--- src/rtl/fid_gen.sv ---
module fid_gen (
  input  logic       clk,
  input  logic       rst_n,
  input  logic [1:0] mode,
  input  logic       force_zero,
  input  logic       vref_rise_sel,
  input  logic       swap,
  input  logic       href,
  input  logic       vref,
  input  logic       hdr_valid,
  input  logic       hdr_field,
  input  logic       win_start,
  output logic       field_flag,
  output logic       is_odd,
  output logic       is_even
);
  localparam logic [1:0] M_HDR = 2'b00;
  localparam logic [1:0] M_TGL = 2'b01;
  localparam logic [1:0] M_REF = 2'b10;

  logic vref_d;
  logic vref_evt;
  logic flag_nxt;

  assign vref_evt = vref_rise_sel ? (vref & ~vref_d) : (~vref & vref_d);

  always_comb begin
    flag_nxt = field_flag;
    if (force_zero)                        flag_nxt = 1'b0;
    else if (mode == M_HDR && hdr_valid)   flag_nxt = hdr_field;
    else if (mode == M_TGL && win_start)   flag_nxt = ~field_flag;
    else if (mode == M_REF && vref_evt)    flag_nxt = href;
  end

  always_ff @(posedge clk) begin
    if (!rst_n) begin
      vref_d     <= 1'b0;
      field_flag <= 1'b0;
    end else begin
      vref_d     <= vref;
      field_flag <= flag_nxt;
    end
  end

  assign is_odd  = ~(field_flag ^ swap);
  assign is_even = ~is_odd;
endmodule

--- config.mk ---
export PLATFORM = sky130hd
export DESIGN_NAME = fid_gen
export DESIGN_NICKNAME = d
export VERILOG_FILES = /design/src/rtl/fid_gen.sv
export SDC_FILE = /design/constraint.sdc
export NUM_CORES = 1
export LEC_CHECK = 0
export BUFFER_PORTS_ARGS = -buffer_cell sky130_fd_sc_hd__buf_2
export CAP_MARGIN = 20
export CORE_AREA = 2 2 39 41
export CTS_BUF_LIST = sky130_fd_sc_hd__clkbuf_4 sky130_fd_sc_hd__clkbuf_8
export CTS_CLUSTER_DIAMETER = 100
export DETAILED_ROUTE_END_ITERATION = 10
export DIE_AREA = 0 0 41 43
export PLACE_DENSITY_LB_ADDON = 0.05
export SYNTH_ARGS = -nofsm -noshare
export SYNTH_HDL_FRONTEND = slang
export SYNTH_SLANG_ARGS = --single-unit
--- constraint.sdc ---
create_clock -name clk -period 1.1 [get_ports clk]
set_input_delay 0.11 -clock clk [delete_from_list [all_inputs] [get_ports clk]]
set_output_delay 0.11 -clock clk [all_outputs]
set_load 0.005 [all_outputs]
==> key figures, run 1 <==
Outcome
  – Status: completed

Routing
  – Final Routed Wirelength: 486 microns
  – Via density: 4.02
  – 1st-pass router iterations: 2
  – Routed via count: 217
  – DRT iter0 DRCs: 2
  – DR WL/cell: 9.00 microns
  – Post-DRT Antenna Nets: 0
  – # DRC: 0

STA
  – Unrepaired setup endpoints after global routing: false
  – Slew Limit Headroom: 0.865
  – Hold WS: 119 ps
  – Final WS setup: 79.9 ps
  – Clock Skews: 3.42 ps
  – F_max: 980 MHz
  – Final setup violation count: 0
  – Max-slew violation count: 0
  – Period minus WS final: 1020 ps
  – Slew @ Worst Pin: 201 ps
  – Hold Vio Cnt, Final: 0
  – Final cycle utilization of the critical path: 0.927
  – Final TNS setup: 0 ps

Die
  – FP Rows: 14
  – Starting Density: 0.114
  – Die Y: 43 microns
  – # IOs: 15
  – Core area: 1380 sq um
  – Die X: 41 microns
  – Die area: 1760 sq um

CTS
  – TritonCTS clock tree: done
  – Total CTS buffers: 3
  – CTS clock-pin slew for the worst setup and hold paths: 30 ps
  – Root buffer cell: clkbuf_4
  – Clock Sinks: 2
  – Setup bufs post-CTS: 0
  – H-tree depth: 1
  – Clock Path Buffers: 2
  – Clock latency on the worst-skew pair: 220 ps
  – Hold-fix buffers, CTS: 0

Power
  – Combinational power share: 0.212
  – Pleak: 0.000143 uW
  – VDD IR max: 0.391 mV
  – Power Internal: 231 uW
  – Clock share of power: 0.523
  – Reg power frac: 0.265
  – Sw Share: 0.229
  – Switch Pwr: 68.4 uW
  – Pwr Density: 1100 nW/um^2

Finish
  – NumNets Final: 52
  – N_diodes: 0
  – Multi-input gate area: 106 sq um
  – Most common cell after layout, fill and taps aside: buf_2
  – Filler Cell Count: 156
  – Sequential cell area: 41.3 sq um
  – Layout cells sized above 1: 0.500
  – Area grow syn2layout: 72.2%
  – Most frequent cells in the layout: buf_2 (14), nor2_1 (3), clkbuf_4 (3)

Critical path
  – Critical path endpoint category: output pin
  – Critical Path RT: 990 ps
  – Worst-path maximum fanout: 4
  – Crit path arrival time: 910 ps
  – Worst setup SP type: flop
  – Crit Path Category: reg2out

Synth
  – Cell area after synthesis: 158 sq um
  – Post-Synthesis Cells: 21
  – Seq/Total Area, Yosys: 0.254
  – #FFs+latches synth: 2
  – Area contributors post-synth: dfxtp_1 (25%), mux2i_1 (13%), a31oi_1 (7.9%)
  – Yosys cell types: 15
  – Yosys top cell area share: 0.254
  – Yosys warns: 0
  – Syn Area/Cell: 7.51 sq um
  – Leading area contributor after synthesis: dfxtp_1
  – Post-Syn Nets: 33

Placement
  – Port Buf Inserts: 14
  – Routability cong.: 0.582
  – DP Worst Slack: 125 ps

Job
  – Max Cap Violations: 0

GRT
  – Initial antenna violation count: 0
  – Vias in the first global route: 193
  – Total gr overflow: 0
  – First-pass GRT wire length: 641 microns
  – Largest net degree at the start of global routing: 6
  – Gr usage total: 0.0581

Hold path
  – Hold crit path type: in2reg
-- flip-flops by register name (all words and copies together) (netlist names) --
name and count:
field_flag 1, vref_d 1
-- worst paths after layout --
path | start | end | slack, ps | cells after the start
setup reg to reg | vref_d | field_flag | 160 | 4
setup / recovery | field_flag | is_odd | 80 | 3
hold reg to reg | field_flag | field_flag | 500 | 2
hold / removal | vref | vref_d | 120 | 2
-- per-stage QoR --
step           cell area [sq um]  utilization  instances  power (uW)
2_1_floorplan                158            -         21         106
3_3_place_gp                 248        0.179         51         144
3_5_place_dp                 248        0.179         51         144
4_1_cts                      270        0.195         54         309
5_1_grt                      272        0.196         54         320
6_report                     272        0.196         54         299
-- routing by layer --
metal / part of all wire / global-route usage / routed length [microns]
met5: 0 / 0 / 0
met1: 0.40 / 0.0446 / 194
met4: 0 / 0.0200 / 0
met3: 0.16 / 0.0471 / 76
met2: 0.44 / 0.100 / 215
-- cells in the mapped netlist --
library cell,instances
inv_2,1
o221ai_1,1
nand3_1,1
nand2_1,1
dfxtp_1,2
nor2_1,3
mux2i_1,2
o22ai_1,1
nand2b_1,1
inv_1,2
nor3b_1,1
a31oi_1,2
and2_1,1
o311a_1,1
xor2_1,1
-- power by group through the flow --
| stage | Clock (uW) | Combinational (uW) | Sequential [uW] |
|---|---|---|---|
| final | 157 | 63.4 | 79.3 |
| after global routing | 169 | 70.8 | 79.7 |
| after CTS | 165 | 64.4 | 79.2 |
| after detailed placement | 0 | 64.1 | 80.1 |
| after global placement | 0 | 63.6 | 80.1 |
| after floorplan | 0 | 26.3 | 79.6 |
-- critical path, cell delays in order (launching register included) --
cell and delay, ps:
dfxtp_2 350, xor2_1 170, inv_1 50, buf_2 120
-- layout make-up --
class / instances / share of cell area
flip-flops and latches: 2 / 0.152
multi-input cells: 16 / 0.392
clock buffers: 3 / 0.0829
repair buffers: 14 / 0.258
inverters: 3 / 0.0415
well taps: 16 / 0.0737
-- kinds of logic after synthesis --
group,Yosys count,synth area share
AND/OR/NAND/NOR,8,0.254
AO/OA/AOI/OAI,5,0.238
XOR/XNOR,1,0.0556
flip-flops,2,0.254
buffers and inverters,3,0.0714
multiplexers,2,0.127
-- timing repair --
item                       in CTS  in global routing
setup endpoints to repair       0                  2
hold endpoints to repair        0                  0
resized for setup               0                  1
Power figures use the tool's default switching activity.
==> inputs of run 2 (changes only) <==
--- a/constraint.sdc
+++ b/constraint.sdc
@@ -3,2 +3,2 @@
 set_output_delay 0.11 -clock clk [all_outputs]
-set_load 0.005 [all_outputs]
+set_load 0.05 [all_outputs]
==> run 2 against run 1 <==
  * Via count fell by 2.8%
  * Fmax down 2.6%
  * Sequential power decreased by 1%
  * Flip-flop and latch count unchanged
  * Combinational power up 66%
  * Count of clock-buffer cells in the layout unchanged
  * Final area grew 14%
  * Setup slack worse by 27 ps
  * First-iteration DRC count rose to 3.5 times the previous value
  * Clock skew shrank 0.93 ps
  * Largest cell class unchanged
==> key figures, run 2 (same netlist as run 1, synthesis figures left out) <==
Outcome
  – Status: completed

Critical path
  – Reg2Reg Launch Point: field_flag
  – Crit path arrival time: 940 ps
  – Reg2reg path depth: 4
  – R2R Setup Slk: 120 ps
  – Worst-path maximum fanout: 3
  – Crit Path Category: reg2out
  – Worst setup SP type: flop
  – Critical Path RT: 990 ps
  – End of the worst register-to-register path: field_flag
  – Critical path endpoint category: output pin

GRT
  – Gr usage total: 0.0681
  – Largest net degree at the start of global routing: 6
  – Total gr overflow: 0
  – Initial antenna violation count: 0
  – Vias in the first global route: 196
  – First-pass GRT wire length: 793 microns

STA
  – Clock Skews: 2.49 ps
  – Period minus WS final: 1050 ps
  – Max-slew violation count: 0
  – Slew @ Worst Pin: 250 ps
  – Slew Limit Headroom: 0.835
  – F_max: 955 MHz
  – Hold Vio Cnt, Final: 0
  – Unrepaired setup endpoints after global routing: true
  – Final cycle utilization of the critical path: 0.952
  – Hold WS: 126 ps
  – Final setup violation count: 0

Placement
  – Port Buf Inserts: 14
  – Routability cong.: 0.713
  – Hpwl dp: 410 microns

Routing
  – # DRC: 0
  – DR WL/cell: 8.93 microns
  – 1st-pass router iterations: 2
  – DRT iter0 DRCs: 7
  – Post-DRT Antenna Nets: 0
  – Routed via count: 211
  – Final Routed Wirelength: 491 microns
  – Via density: 3.84

CTS
  – Hold-fix buffers, CTS: 0
  – Clock Sinks: 2
  – Root buffer cell: clkbuf_4
  – TritonCTS clock tree: done
  – Clock latency on the worst-skew pair: 220 ps
  – Total CTS buffers: 3
  – CTS clock-pin slew for the worst setup and hold paths: 30 ps
  – Clock Path Buffers: 2
  – H-tree depth: 1

Die
  – # IOs: 15
  – Die X: 41 microns
  – Die Y: 43 microns
  – Starting Density: 0.114
  – Core area: 1380 sq um
  – FP Rows: 14
  – Die area: 1760 sq um

Finish
  – Most common cell after layout, fill and taps aside: buf_2
  – Area grow syn2layout: 96.0%
  – Biggest regs: field_flag: 1 flops, vref_d: 1 flops
  – Most frequent cells in the layout: buf_2 (12), nor2_1 (3), clkbuf_4 (3)
  – N_diodes: 0
  – Filler Cell Count: 163
  – NumNets Final: 53
  – Layout cells sized above 1: 0.538

Power
  – Pleak: 0.000154 uW
  – Pwr Density: 1090 nW/um^2
  – VDD IR max: 0.429 mV
  – Overall power: 338 uW

Hold path
  – Hold Crit Depth: 2
  – Worst Hold Path EP: vref_d
  – Worst Hold Launch: vref
  – Hold crit path type: in2reg

Job
  – Max Cap Violations: 0
-- run 2: cell types whose count changed in the layout (fill, tap and decap cells not counted), sizes merged --
cell / before / now
buf: 14 / 15
-- run 2: critical path, cell delays in order, from the launching register on --
cell and delay (ps):
dfxtp_4 360, xor2_4 140, buf_4 210
-- run 2: power by group --
group | total [uW] | switching, uW | internal [uW]
clock network | 155 | 35.1 | 120
logic | 105 | 59.7 | 44.9
registers | 78.5 | 3.34 | 75.1
-- run 2: how the worst max path moves through the flow --
stage | startpoint | to | slack (ps) | cells after the start
2_1_floorplan | field_flag | is_odd | -250 | 2
3_3_place_gp | mode[0] | field_flag | 140 | 5
3_5_place_dp | mode[0] | field_flag | 120 | 5
4_1_cts | field_flag | is_odd | 4 | 3
5_1_grt | field_flag | is_odd | -2 | 3
6_report | field_flag | is_even | 50 | 2
-- run 2: layer usage --
metal | global-route usage | vias to the layer above | part of all wire
met5 | 0 | - | 0
met4 | 0.0400 | 0 | 0
met3 | 0.0314 | 0 | 0.096
met1 | 0.0764 | 88 | 0.42
li1 | - | 113 | -
met2 | 0.100 | 10 | 0.48
-- run 2: final cells by class --
type	instances	area (sq um)	area share
clock buffers	3	22.5	0.0729
inverters	3	11.3	0.0364
multi-input cells	16	125	0.405
flip-flops and latches	2	43.8	0.142
well taps	16	20.0	0.0648
repair buffers	15	86.3	0.279
-- run 2: through the flow --
| stage | cells | worst slack [ps] | util | setup TNS, ps | instance area [sq um] |
|---|---|---|---|---|---|
| 2_1_floorplan | 21 | -246 | - | -246 | 178 |
| 3_3_place_gp | 51 | 139 | 0.193 | 0 | 268 |
| 3_5_place_dp | 51 | 116 | 0.193 | 0 | 268 |
| 4_1_cts | 54 | 3.69 | 0.215 | 0 | 298 |
| 5_1_grt | 55 | -2.29 | 0.223 | -2.29 | 309 |
| 6_report | 55 | 52.4 | 0.223 | 0 | 309 |
-- run 2: repair_timing --
item	in CTS	in global routing
endpoints found under the hold margin	0	0
cloned	0	0
setup buffers	0	1
gates resized for setup	3	1
endpoints found under the setup margin	2	2
